**config.mk**
```make
export PLATFORM = sky130hd
export DESIGN_NAME = bitband_bridge
export DESIGN_NICKNAME = d
export VERILOG_FILES = /design/src/rtl/bb_pkg.sv /design/src/rtl/bb_decode.sv /design/src/rtl/bb_seq.sv /design/src/rtl/bitband_bridge.sv
export SDC_FILE = /design/constraint.sdc
export NUM_CORES = 1
export LEC_CHECK = 0
export ABC_CLOCK_PERIOD_IN_PS = 3650
export BUFFER_PORTS_ARGS = -buffer_cell sky130_fd_sc_hd__clkbuf_2
export CORE_MARGIN = 2
export CORE_UTILIZATION = 32
export DETAILED_ROUTE_END_ITERATION = 8
export GPL_TIMING_DRIVEN = 0
export PLACE_DENSITY = 0.65
export SETUP_SLACK_MARGIN = 0.3
export SYNTH_ARGS = -nofsm -noshare
export SYNTH_HDL_FRONTEND = slang
export SYNTH_SLANG_ARGS = --single-unit
```
**constraint.sdc**
```tcl
create_clock -name clk -period 3.65 [get_ports clk]
set_input_delay 0.5475 -clock clk [delete_from_list [all_inputs] [get_ports clk]]
set_output_delay 0.5475 -clock clk [all_outputs]
set_load 0.02 [all_outputs]
```
**src/rtl/bb_pkg.sv**
```systemverilog
package bb_pkg;
  localparam int NWIN = 2;
  localparam int BIT_SHIFT = 5;

  typedef enum logic [2:0] {
    ST_IDLE, ST_RD_REQ, ST_RD_WAIT, ST_WB_REQ, ST_WB_WAIT
  } bb_state_e;

  // Size code 3 is folded onto word.
  function automatic logic [1:0] norm_size(input logic [1:0] sz);
    return (sz == 2'd3) ? 2'd2 : sz;
  endfunction

  function automatic logic [31:0] unit_align(input logic [31:0] a, input logic [1:0] sz);
    case (sz)
      2'd0:    return a;
      2'd1:    return {a[31:1], 1'b0};
      default: return {a[31:2], 2'b00};
    endcase
  endfunction

  // Position of the addressed bit on the little-endian 32-bit data bus.
  function automatic logic [4:0] bus_bit(input logic [31:0] tgt, input logic [31:0] al,
                                         input logic [1:0] sz);
    case (sz)
      2'd0:    return {tgt[1:0], al[4:2]};
      2'd1:    return {tgt[1], al[5:2]};
      default: return al[6:2];
    endcase
  endfunction

  function automatic logic [31:0] put_bit(input logic [31:0] w, input logic [4:0] pos,
                                          input logic v);
    logic [31:0] r;
    r = w;
    r[pos] = v;
    return r;
  endfunction
endpackage

```
**src/rtl/bb_decode.sv**
```systemverilog
module bb_decode
  import bb_pkg::*;
#(
  parameter int WIN_LSB = 25,
  parameter logic [NWIN-1:0][31:0] ALIAS_BASE  = {32'h4200_0000, 32'h2200_0000},
  parameter logic [NWIN-1:0][31:0] REGION_BASE = {32'h4000_0000, 32'h2000_0000}
) (
  input  logic [31:0]     addr,
  input  logic [1:0]      size,
  output logic [NWIN-1:0] win_hit,
  output logic            hit,
  output logic [31:0]     tgt,
  output logic [4:0]      pos,
  output logic [1:0]      nsize
);
  localparam int TOP_W = 32 - WIN_LSB;

  logic [31:0] offs, base_sel, raw;

  genvar g;
  generate
    for (g = 0; g < NWIN; g++) begin : g_win
      assign win_hit[g] = (addr[31:WIN_LSB] == ALIAS_BASE[g][31:WIN_LSB]);
    end
  endgenerate

  assign hit = |win_hit;

  always_comb begin
    base_sel = '0;
    for (int i = 0; i < NWIN; i++)
      if (win_hit[i]) base_sel = base_sel | REGION_BASE[i];
    offs  = {{TOP_W{1'b0}}, addr[WIN_LSB-1:0]};
    raw   = base_sel | (offs >> BIT_SHIFT);
    nsize = norm_size(size);
    tgt   = unit_align(raw, nsize);
    pos   = bus_bit(tgt, addr, nsize);
  end
endmodule

```
**src/rtl/bb_seq.sv**
```systemverilog
module bb_seq
  import bb_pkg::*;
(
  input  logic        clk,
  input  logic        rst_n,
  input  logic        start,
  input  logic        start_wr,
  input  logic [31:0] start_addr,
  input  logic [1:0]  start_size,
  input  logic [4:0]  start_pos,
  input  logic        start_bit,
  output logic        idle,
  output logic        mem_valid,
  input  logic        mem_ready,
  output logic [31:0] mem_addr,
  output logic        mem_write,
  output logic [1:0]  mem_size,
  output logic [31:0] mem_wdata,
  output logic        mem_lock,
  input  logic        mem_resp,
  input  logic [31:0] mem_rdata,
  input  logic        mem_err,
  output logic        cpu_resp,
  output logic [31:0] cpu_rdata,
  output logic        cpu_err
);
  bb_state_e   state;
  logic        op_wr_q, bit_q, rbit_q;
  logic [31:0] addr_q, wb_word_q, rd_raw_q;
  logic [1:0]  size_q;
  logic [4:0]  pos_q;

  // Named events for the checks below.
  logic rd_done_evt, rd_fail_evt, wb_done_evt;
  assign rd_done_evt = (state == ST_RD_WAIT) && mem_resp;
  assign rd_fail_evt = rd_done_evt && op_wr_q && mem_err;
  assign wb_done_evt = (state == ST_WB_WAIT) && mem_resp;

  always_ff @(posedge clk) begin
    if (!rst_n) begin
      state     <= ST_IDLE;
      op_wr_q   <= 1'b0;
      bit_q     <= 1'b0;
      rbit_q    <= 1'b0;
      addr_q    <= '0;
      size_q    <= '0;
      pos_q     <= '0;
      wb_word_q <= '0;
      rd_raw_q  <= '0;
      cpu_resp  <= 1'b0;
      cpu_err   <= 1'b0;
    end else begin
      cpu_resp <= 1'b0;
      case (state)
        ST_IDLE: if (start) begin
          op_wr_q <= start_wr;
          addr_q  <= start_addr;
          size_q  <= start_size;
          pos_q   <= start_pos;
          bit_q   <= start_bit;
          state   <= ST_RD_REQ;
        end
        ST_RD_REQ: if (mem_ready) state <= ST_RD_WAIT;
        ST_RD_WAIT: if (mem_resp) begin
          rd_raw_q <= mem_rdata;
          if (!op_wr_q || mem_err) begin
            cpu_resp <= 1'b1;
            cpu_err  <= mem_err;
            rbit_q   <= op_wr_q ? 1'b0 : (mem_rdata[pos_q] & ~mem_err);
            state    <= ST_IDLE;
          end else begin
            wb_word_q <= put_bit(mem_rdata, pos_q, bit_q);
            state     <= ST_WB_REQ;
          end
        end
        ST_WB_REQ: if (mem_ready) state <= ST_WB_WAIT;
        ST_WB_WAIT: if (mem_resp) begin
          cpu_resp <= 1'b1;
          cpu_err  <= mem_err;
          rbit_q   <= 1'b0;
          state    <= ST_IDLE;
        end
        default: state <= ST_IDLE;
      endcase
    end
  end

  assign idle      = (state == ST_IDLE);
  assign mem_valid = (state == ST_RD_REQ) || (state == ST_WB_REQ);
  assign mem_write = (state == ST_WB_REQ);
  assign mem_addr  = addr_q;
  assign mem_size  = size_q;
  assign mem_wdata = wb_word_q;
  assign mem_lock  = op_wr_q && (state != ST_IDLE);
  assign cpu_rdata = {31'b0, rbit_q};


  wb_locked_chk: assert property (@(posedge clk) disable iff (!rst_n)
    mem_valid && mem_write |-> mem_lock);

  resp_unlocked_chk: assert property (@(posedge clk) disable iff (!rst_n)
    cpu_resp |-> !mem_lock);

  req_hold_chk: assert property (@(posedge clk) disable iff (!rst_n)
    mem_valid && !mem_ready |=> mem_valid && $stable(mem_addr) && $stable(mem_write)
                                && $stable(mem_wdata));

  single_bit_chk: assert property (@(posedge clk) disable iff (!rst_n)
    mem_valid && mem_write |-> $countones(mem_wdata ^ rd_raw_q) <= 1);

  no_wb_after_fail_chk: assert property (@(posedge clk) disable iff (!rst_n)
    rd_fail_evt |=> !mem_valid && cpu_resp && cpu_err);

  resp_follows_chk: assert property (@(posedge clk) disable iff (!rst_n)
    wb_done_evt |=> cpu_resp);
endmodule

```
**src/rtl/bitband_bridge.sv**
```systemverilog
module bitband_bridge
  import bb_pkg::*;
#(
  parameter int WIN_LSB = 25,
  parameter logic [NWIN-1:0][31:0] ALIAS_BASE  = {32'h4200_0000, 32'h2200_0000},
  parameter logic [NWIN-1:0][31:0] REGION_BASE = {32'h4000_0000, 32'h2000_0000}
) (
  input  logic        clk,
  input  logic        rst_n,
  input  logic        cpu_valid,
  output logic        cpu_ready,
  output logic        cpu_hit,
  input  logic [31:0] cpu_addr,
  input  logic        cpu_write,
  input  logic [1:0]  cpu_size,
  input  logic [31:0] cpu_wdata,
  output logic        cpu_resp,
  output logic [31:0] cpu_rdata,
  output logic        cpu_err,
  output logic        mem_valid,
  input  logic        mem_ready,
  output logic [31:0] mem_addr,
  output logic        mem_write,
  output logic [1:0]  mem_size,
  output logic [31:0] mem_wdata,
  output logic        mem_lock,
  input  logic        mem_resp,
  input  logic [31:0] mem_rdata,
  input  logic        mem_err
);
  logic [NWIN-1:0] win_hit;
  logic [31:0]     tgt;
  logic [4:0]      pos;
  logic [1:0]      nsize;
  logic            idle, accept;
  logic            unused_wdata;

  assign unused_wdata = ^cpu_wdata[31:1];

  bb_decode #(
    .WIN_LSB(WIN_LSB), .ALIAS_BASE(ALIAS_BASE), .REGION_BASE(REGION_BASE)
  ) u_dec (
    .addr(cpu_addr), .size(cpu_size), .win_hit(win_hit), .hit(cpu_hit),
    .tgt(tgt), .pos(pos), .nsize(nsize)
  );

  assign cpu_ready = idle && cpu_hit;
  assign accept    = cpu_valid && cpu_ready;

  bb_seq u_seq (
    .clk(clk), .rst_n(rst_n),
    .start(accept), .start_wr(cpu_write), .start_addr(tgt), .start_size(nsize),
    .start_pos(pos), .start_bit(cpu_wdata[0]), .idle(idle),
    .mem_valid(mem_valid), .mem_ready(mem_ready), .mem_addr(mem_addr),
    .mem_write(mem_write), .mem_size(mem_size), .mem_wdata(mem_wdata),
    .mem_lock(mem_lock), .mem_resp(mem_resp), .mem_rdata(mem_rdata), .mem_err(mem_err),
    .cpu_resp(cpu_resp), .cpu_rdata(cpu_rdata), .cpu_err(cpu_err)
  );


  win_onehot_chk: assert property (@(posedge clk) disable iff (!rst_n)
    $onehot0(win_hit));

  busy_chk: assert property (@(posedge clk) disable iff (!rst_n)
    cpu_ready |-> !mem_valid && !mem_lock);

  accept_blocks_chk: assert property (@(posedge clk) disable iff (!rst_n)
    accept |=> !cpu_ready);
endmodule

```
==> metrics.txt <==
gate count after technology mapping 441; Site Rows 40; count leader, synth nor2_1; TritonCTS clock tree yes; DR WL/cell 14.9 microns; synth top area cells dfxtp_1 (35%), mux2i_1 (12%), buf_4 (9.1%); Net count, final 732; post-synthesis adder-cell area fraction 0.00252; Crit path largest cell delay 0.40 ns; post-synthesis sequential area ratio 0.347; GPL Wtd Cong 0.844; total wire length 11,900 microns; setup TNS 0 ns; top cell type's share of synthesized area 0.347; Ys Warns 0; DR vias/cell 4.64; Setup Fix Bufs, Post-CTS 0; combinational family with the most area after synthesis simple AND/OR/NAND/NOR gates; status finished clean; Cell Area, Synth 3980 sq um; Slew HR 0.506; syn avg cell area 9.01 sq um; number of synthesized flops with an enable pin 0; final hold vios 0; hpwl dp 9310 microns; xor/xnor share of the synthesized area 0.00220; First-pass DRT Iterations 4; design area 5290 sq um; RSZ-0062 raised after global routing no; fin util 0.438; CTS resizes 0; IO Count 210; WS Path Type register to output port; gr ovfl total 0; non-filler instance count after layout 799; Via Count 3,710; Final period util 0.576; Tightest Hold Check Type input pin to register; cts-stage hold buffer count 0; largest net degree at the start of global routing 13; Crit path buffers/inverters 2; R2R Path Start u_seq.pos_q[4]$_SDFFE_PN0P_; Initial Util 0.330; Crit path max-delay family simple AND/OR/NAND/NOR gates; element type at the critical path end output port; Max Buffers Root-to-Sink 2; count of different cell masters after synthesis 45; Remaining DRCs 0; CP Max Fanout 8; Yosys reg bits 69; Worst setup SP type register; port buffer count 135; final clock skew 0.00677 ns; placed insts 784; clock buffer count from CTS 9; die height 115 microns; Synth Area in Compound Gates 0.170; htree depth 3; Starting DRT DRC Count 159; Synth Area in Simple Gates 0.211; most instantiated cells after synthesis nor2_1 (79), dfxtp_1 (69), buf_4 (48), mux2i_1 (48), nand2_1 (29); Diodes inserted 0; Syn-to-layout area delta 33.0%; Cell Chain, Critical Path nor3_1 > and4b_1 > buf_4 > clkbuf_2; number of global-route vias before repair 3,539; async set-reset flop share out of synthesis 0; global-route wire length before repair 18,100 microns; Die Span X 115 microns; Main synth FF type dfxtp_1; instance area at placement 5010 sq um; Leak Pwr 0.00243 uW; Slew Limit Fails 0; Critical Path RT 3.10 ns; GRT Total Usage 0.176; # setup viols final 0; # clock sinks 69; power per cell area 342 nW/um^2; clock-pin slew on the worst setup and hold paths 0.06 ns; Tightest Pin Transition 0.741 ns; initial antenna violation count 0; Max-Cap Viols 0; Tot Pwr 1810 uW; Fmax 0.475 GHz; min-delay src cpu_write; slowest CP cell dfxtp_1; mux contribution to synthesized area 0.132; Peak VDD IR 0.208 mV; DRT antenna net count 0; leading area contributor after synthesis dfxtp_1; crit path DAT 1.56 ns; final critical path time including I/O delays and setup 2.10 ns; layout cell share with drive strength beyond 1 0.398; crit path launch u_seq.state[2]$_SDFFE_PN0P_; Die ar. 13,300 sq um; later-pin clock latency in the skew report 0.34 ns; CTS root buf clkbuf_16; Core ar. 12,100 sq um
-- where the power goes --
group	internal, uW	switching, uW
clock network	475	342
registers	760	7.02
logic	96.2	131
total	1330	480
-- final cells by class --
type,count,area (sq um)
clock inverter,5,37.5
inverter,4,15.0
multi-input combinational,333,2210
buffer,75,515
fill,1190,6770
tap,168,210
clock buffer,10,239
timing repair buffer,135,676
sequential,69,1380
-- placed cells by master, fill, tap and decap left out, types with 2 or more instances in the layout --
cell type	instances
nand2b_1	5
a211oi_2	8
nor3_1	6
nor3b_1	4
or3b_2	2
clkbuf_2	135
buf_6	6
mux2i_1	48
a311oi_2	21
mux4_2	2
nand2_1	29
buf_2	7
conb_1	41
nor2_1	79
o22ai_1	6
nand3_1	11
nor2b_1	5
clkbuf_1	12
o21ai_0	25
nand3b_1	3
clkbuf_16	9
nand4b_1	4
a311oi_1	4
dfxtp_1	69
nand4_1	4
buf_1	2
a21oi_1	8
inv_1	4
clkinv_4	2
clkinvlp_4	2
buf_4	48
-- metal layers --
metal | wire length, microns | GRT usage
met5 | 0 | 0
met4 | 167 | 0.0562
met3 | 953 | 0.0617
met2 | 5780 | 0.294
met1 | 5020 | 0.213
-- metrics by stage --
| step | setup slack, ns | hold WS, ns |
|---|---|---|
| detailed placement | 1.41 | 0.453 |
| finish | 1.55 | 0.437 |
| floorplan | 1.85 | 0.447 |
| global route | 1.48 | 0.442 |
| global placement | 1.47 | 0.448 |
| CTS | 1.53 | 0.427 |
-- registers in the layout, summed over array words and instances (netlist names) --
name	flops
u_seq.mem_wdata	32
u_seq.cpu_err	1
u_seq.op_wr_q	1
u_seq.cpu_resp	1
u_seq.state	3
u_seq.mem_size	2
u_seq.mem_addr	22
u_seq.pos_q	5
u_seq.bit_q	1
u_seq.rbit_q	1
-- worst register-to-register path, stage by stage, from the launching register on --
cell and delay (ns):
dfxtp_1 0.32, buf_2 0.18, or3b_1 0.48, o22ai_1 0.24, o22ai_1 0.14, and4_1 0.25, o22ai_1 0.10
-- kinds of logic (layout without fill, tap and decap cells) --
| kind of cell | count (synthesis) | in the layout |
|---|---|---|
| AND/OR/NAND/NOR | 165 | 165 |
| buffers and inverters | 79 | 229 |
| AO/OA/AOI/OAI | 75 | 75 |
| flip-flops | 69 | 69 |
| multiplexers | 50 | 50 |
| adder cells (fa/ha/maj) | 1 | 1 |
| other | 1 | 41 |
| XOR/XNOR | 1 | 1 |
-- path summary, 6_finish.rpt --
check                           slack, ns                        endpoint  cells after the start
worst max-delay path                 1.55                       cpu_ready                      4
worst min-delay path                 0.44      u_seq.op_wr_q$_SDFFE_PN0P_                      3
worst max register to register       1.87       u_seq.rbit_q$_SDFFE_PN0P_                      6
worst min register to register       0.46  u_seq.mem_addr[1]$_SDFFE_PN0P_                      2
Note: power is estimated with default switching activity, not from simulation.
